[src/rtl/rtc_hostbus_port.sv]
module rtc_hostbus_port #(
  parameter int W = 8
) (
  input  logic         clk,
  input  logic         rst_n,
  input  logic         bus_style,
  input  logic         cs_n,
  input  logic         rd_n,
  input  logic         wr_n,
  input  logic         adsel,
  input  logic         pfo_n,
  input  logic [W-1:0] ad_i,
  output logic [W-1:0] ad_o,
  output logic         ad_oe,
  output logic [W-1:0] reg_addr,
  output logic [W-1:0] reg_wdata,
  output logic         reg_we,
  input  logic [W-1:0] reg_rdata
);

  logic [1:0]   cs_q, rd_q, wr_q, sel_q, pf_q;
  logic [W-1:0] ad_q1, ad_q2, cap_d;
  logic         cap_sel, act_d;
  logic         cs_s, rd_s, wr_s, sel_s, pf_s, wr_act_s, rd_act;

  always_ff @(posedge clk or negedge rst_n) begin
    if (!rst_n) begin
      cs_q  <= 2'b11;
      rd_q  <= 2'b11;
      wr_q  <= 2'b11;
      sel_q <= 2'b00;
      pf_q  <= 2'b00;
      ad_q1 <= '0;
      ad_q2 <= '0;
    end else begin
      cs_q  <= {cs_q[0], cs_n};
      rd_q  <= {rd_q[0], rd_n};
      wr_q  <= {wr_q[0], wr_n};
      sel_q <= {sel_q[0], adsel};
      pf_q  <= {pf_q[0], pfo_n};
      ad_q1 <= ad_i;
      ad_q2 <= ad_q1;
    end
  end

  assign cs_s  = cs_q[1];
  assign rd_s  = rd_q[1];
  assign wr_s  = wr_q[1];
  assign sel_s = sel_q[1];
  assign pf_s  = pf_q[1];

  assign wr_act_s = bus_style ? (!cs_s && !rd_s && !wr_s) : (!cs_s && !wr_s);

  always_ff @(posedge clk or negedge rst_n) begin
    if (!rst_n) begin
      act_d     <= 1'b0;
      cap_d     <= '0;
      cap_sel   <= 1'b0;
      reg_addr  <= '0;
      reg_wdata <= '0;
      reg_we    <= 1'b0;
    end else begin
      act_d  <= wr_act_s;
      reg_we <= 1'b0;
      if (wr_act_s) begin
        cap_d   <= ad_q2;
        cap_sel <= sel_s;
      end
      if (act_d && !wr_act_s && pf_s) begin
        if (cap_sel) reg_addr <= cap_d;
        else begin
          reg_wdata <= cap_d;
          reg_we    <= 1'b1;
        end
      end
    end
  end

  assign rd_act = bus_style ? (!cs_n && !rd_n && wr_n) : (!cs_n && !rd_n);
  assign ad_oe  = pfo_n && rd_act && !adsel;
  assign ad_o   = ad_oe ? reg_rdata : '0;

  p_we_single_r3: assert property (@(posedge clk) disable iff (!rst_n)
    reg_we |=> !reg_we);

  p_addr_no_we_r2: assert property (@(posedge clk) disable iff (!rst_n)
    reg_we |-> $stable(reg_addr));

  p_addr_hold_r4: assert property (@(posedge clk) disable iff (!rst_n)
    !$past(act_d) |-> $stable(reg_addr));

  p_commit_pf_r10: assert property (@(posedge clk) disable iff (!rst_n)
    reg_we |-> $past(pf_s));

  p_oe_pfail_r9: assert property (@(posedge clk) disable iff (!rst_n)
    !pfo_n |-> !ad_oe);

endmodule

[config.mk]
export PLATFORM = sky130hd
export DESIGN_NAME = rtc_hostbus_port
export DESIGN_NICKNAME = d
export VERILOG_FILES = /design/src/rtl/rtc_hostbus_port.sv
export SDC_FILE = /design/constraint.sdc
export NUM_CORES = 1
export LEC_CHECK = 0
export BUFFER_PORTS_ARGS = -buffer_cell sky130_fd_sc_hd__clkbuf_2
export CORE_ASPECT_RATIO = 0.75
export CORE_UTILIZATION = 50
export CTS_BUF_LIST = sky130_fd_sc_hd__clkbuf_8 sky130_fd_sc_hd__clkbuf_16
export DETAILED_ROUTE_END_ITERATION = 16
export PLACE_DENSITY = 0.76
export SYNTH_ARGS = -nofsm -noshare
export SYNTH_HDL_FRONTEND = slang
export SYNTH_SLANG_ARGS = --single-unit
[constraint.sdc]
create_clock -name clk -period 1.85 [get_ports clk]
set_input_delay 0.0925 -clock clk [delete_from_list [all_inputs] [get_ports clk]]
set_output_delay 0.0925 -clock clk [all_outputs]
set_load 0.005 [all_outputs]
Word-level counts from Yosys, hierarchy flattened
Cells that the tools add are included.
{"block": "word_totals", "ff_bits": 53, "latch_bits": 0, "mem_bits_rw": 0, "mem_bits_ro": 0, "inputBits": 24, "out_inout_bits": 26, "mem_count": 0}
{"block": "classes", "n_addsub": 0, "mul": 0, "n_div": 0, "magnitude_cmp": 0, "eq_ne": 0, "n_shift": 0, "mux": 5, "bitwise_logic": 1, "n_reduce_logical": 18}
{"operator": "$logic_and 1x1->1", "count": 9}
{"operator": "$mux 8", "count": 1}
{"operator": "$logic_not 1->1", "count": 7}
{"operator": "$mux 1", "count": 4}
{"operator": "$reduce_and 2->1", "count": 2}
{"operator": "$not 1->1", "count": 1}

Longest topological paths before layout
{"block": "logic_depth", "word_depth": 8, "ltp_mapped": 3, "mapped_depth_nobuf": 3}

Worst setup path after synthesis
No wires, ideal clock.
{"block": "synth_path", "path_kind": "register to register", "start": "register rd_q[1]", "end": "register reg_addr[0]", "setup_time_ns": 0.125, "arrival_time_ns": 1.321, "t_required_ns": 1.725, "path_slack_ns": 0.405, "stages_incl_launch_ff": 4, "path_buffers": 0, "path_cell_list": "dfstp_2 a211oi_4 nor3b_4 mux2_2"}
{"block": "synth_between", "elab_chain_len": 8}
{"element": "from (decl)", "line": "21", "text": "logic [1:0] cs_q, rd_q, wr_q, sel_q, pf_q;"}
{"element": "from (signal assigned)", "line": "37", "text": "rd_q <= {rd_q[0], rd_n};"}
{"element": "$logic_not 1->1", "line": "52", "text": "assign wr_act_s = bus_style ? (!cs_s && !rd_s && !wr_s) : (!cs_s && !wr_s);"}
{"element": "$logic_and 1x1->1 (2 in a row)", "line": "52"}
{"element": "$mux 1", "line": "52"}
{"element": "$logic_not 1->1", "line": "69", "text": "if (act_d && !wr_act_s && pf_s) begin"}
{"element": "$logic_and 1x1->1 (2 in a row)", "line": "69"}
{"element": "$reduce_and 2->1 (no line)"}
{"element": "to (signal assigned)", "line": "70", "text": "if (cap_sel) reg_addr <= cap_d;"}
{"element": "to (decl)", "line": "15", "text": "output logic [W-1:0] reg_addr,"}
No other way between the ends.
A chain may end at the register's enable or synchronous reset.

Final worst setup path
{"block": "layout_path", "start": "register rd_q[1]", "end": "register reg_wdata[4]"}
{"block": "layout_between", "elab_chain_len": 8}
{"element": "$logic_not 1->1", "line": "52"}
{"element": "$logic_and 1x1->1 (2 in a row)", "line": "52"}
{"element": "$mux 1", "line": "52"}
{"element": "$logic_not 1->1", "line": "69"}
{"element": "$logic_and 1x1->1 (2 in a row)", "line": "69"}
{"element": "$reduce_and 2->1 (no line)"}
{"element": "to (signal assigned)", "line": "72", "text": "reg_wdata <= cap_d;"}
{"element": "to (decl)", "line": "16", "text": "output logic [W-1:0] reg_wdata,"}
No other way between the ends.

==> results.md <==
* Area Growth Syn to Fin at 32.1%
* Slowest Stage Delay on Critical Path at 0.55 ns
* Synthesized Nets at 118
* Num ports at 50
* Detail Route Antenna Nets at 0
* DP Worst Slack at 0.221 ns
* Reg area at 0.00133 mm^2
* Vias post-DR at 959
* IO Port Bufs at 49
* RSZ-0062 raised after global routing: false
* Clock Latency Late Sink at 0.30 ns
* Max IR drop VDD at 0.760 mV
* Routability-driven placement congestion ratio at 0.652
* Clock Path Buffers at 2
* Least-Margin Pin Slew at 0.641 ns
* CP top delay family: flip-flops
* Synthesized flop and latch total at 53
* Worst Hold Class: in2reg
* Most frequent cells in the layout: clkbuf_2, dfrtp_1, mux2_2
* TritonRoute pass-1 iters at 4
* Largest net degree at the start of global routing at 29
* Die Y at 53.3 um
* Post-layout nets at 189
* Min Tclk post-route at 1.61 ns
* Layout cells sized above 1 at 56.0%
* Syn Inst Count at 94
* Mapped Area at 0.00175 mm^2
* Max-capacitance violation count at 0
* Clk pin slew, worst setup/hold paths at 0.08 ns
* Skew final at 0.00898 ns
* DRC Markers at 0
* Cts bufs inserted at 5
* Clock root cell: clkbuf_8
* Worst Path Buf+Inv at 0
* Per-cell routed wire length at 13.6 um
* Number of global-route vias before repair at 921
* FILL cells at 224
* Initial antenna violation count at 0
* Worst path required time at 2.03 ns
* Cell Chain, Critical Path: a211oi_4, nor3_4, mux2_2
* First-pass GRT wire length at 4.52 mm
* FP Rows at 18
* Crit share post-route at 86.8%
* Status: finished, final reports clean
* Seq/Total Area, Yosys at 76.0%
* Multi-input gate area at 409 um^2
* Remaining Overflow, GRT at 0
* Final hold vios at 0
* WP data arrival at 1.79 ns
* Commonest non-fill, non-tap cell in the layout: clkbuf_2
* Core area at 0.00331 mm^2
* Total power at 0.00271 W
* CP max stage cell: dfstp_2
* Overall Global Routing Usage at 16.9%
* Final setup fails at 0
* Die area at 0.00375 mm^2
* Worst-path maximum fanout at 9
* Yosys warning count at 0
* CTS tree: yes
* Routed vias/inst at 4.66
* Slew margin rel. at 57.2%
* Die Span X at 70.4 um
* Drt total wl at 2.80 mm
* Starting Density at 53.0%
* Ant diodes at 0
* Iter 0 DRT Violations at 23
* Post-route setup slack at 0.244 ns
* Resized Gates After CTS at 0
* Clock H-tree levels at 2
* HPWL after DPL at 1.91 mm
* Fin. max-slew vios at 0
* Leak at 1.11 nW
* Setup_tns at 0 ns
* F_max at 0.623 GHz
* CTS sink cnt at 53
* Netlist cell types at 12
* Post-Syn Area per Cell at 18.7 um^2
* Worst setup EP type: flip-flop
* CP Class: reg2reg
* PD cells at 1170 mW/mm^2
* Critical path launch point type: flip-flop
[Yosys cell counts (all sizes together)]
master,count,area [um^2]
and2,8,50.1
nor3,1,16.3
inv,1,3.75
dfrtp,47,1180
nand2,1,3.75
nor3b,1,18.8
buf,1,7.51
a211oi,1,20.0
mux2,25,282
dfstp,6,158
or4b,1,10.0
a21oi,1,8.76
[state kept, by name, summed over array words and instances (netlist names)]
register / flops
ad_q1: 8
ad_q2: 8
cap_d: 8
reg_addr: 8
reg_wdata: 8
cs_q: 2
pf_q: 2
rd_q: 2
sel_q: 2
wr_q: 2
act_d: 1
cap_sel: 1
reg_we: 1
[through the flow]
stage	instances	hold slack [ns]	utilization [%]	instance area (um^2)
floorplan	94	-0.203	-	1750
global placement	184	0.132	62.5	2070
detailed placement	184	0.142	62.5	2070
CTS	206	0.252	70.0	2320
global route	206	0.255	70.0	2320
finish	206	0.247	70.0	2320
[tightest hold or removal path, cell delays in order]
cell and delay [ns]:
clkbuf_2 0.12, a211oi_4 0.10, buf_4 0.18
[what timing repair did]
item / CTS / global route
hold buffers: 14 / 0
endpoints found under the hold margin: 32 / 0
setup buffers: 0 / 0
[layer usage]
metal  routed length, um  track usage (%)  up-vias
met2                1390             25.7       22
met1                1250             22.3      475
li1                    -                -      459
met5                   0                0        -
met3                 129             5.52        3
met4                  36             8.00        0
[report_power, final]
group | switching [W] | internal [W] | leakage [nW]
registers | 0.000121 | 0.00139 | 0.625
logic | 0.000168 | 0.000296 | 0.424
clock network | 0.000345 | 0.000396 | 0.0593
total | 0.000634 | 0.00208 | 1.11
[cells by family (layout without fill, tap and decap cells)]
group           count (synthesis)  after routing  share of synthesized area [%]
simple gates                   12             12                           5.64
compound gates                  2              2                           1.64
mux                            25             25                           16.0
flops                          53             53                           76.0
buf+inv                         2             74                          0.642
[cell type report]
class | instances | share of cell area [%]
clock buffers | 5 | 2.97
repair buffers | 65 | 17.8
inverters | 1 | 0.162
multi-input cells | 39 | 17.7
clock inverters | 3 | 1.67
flip-flops and latches | 53 | 57.6
well taps | 40 | 2.16
[final timing paths]
path,startpoint,endpoint,slack [ns],cells after the start
max reg2reg,rd_q[1],reg_wdata[4],0.24,3
max in group asynchronous,rst_n,ad_q2[3],0.94,3
min in group asynchronous,rst_n,cap_d[0],0.34,2
min reg2reg,ad_q1[1],ad_q2[1],0.34,0
min,bus_style,act_d,0.25,3
max,rd_q[1],reg_wdata[4],0.24,3
(Power assumes the default switching activity.)
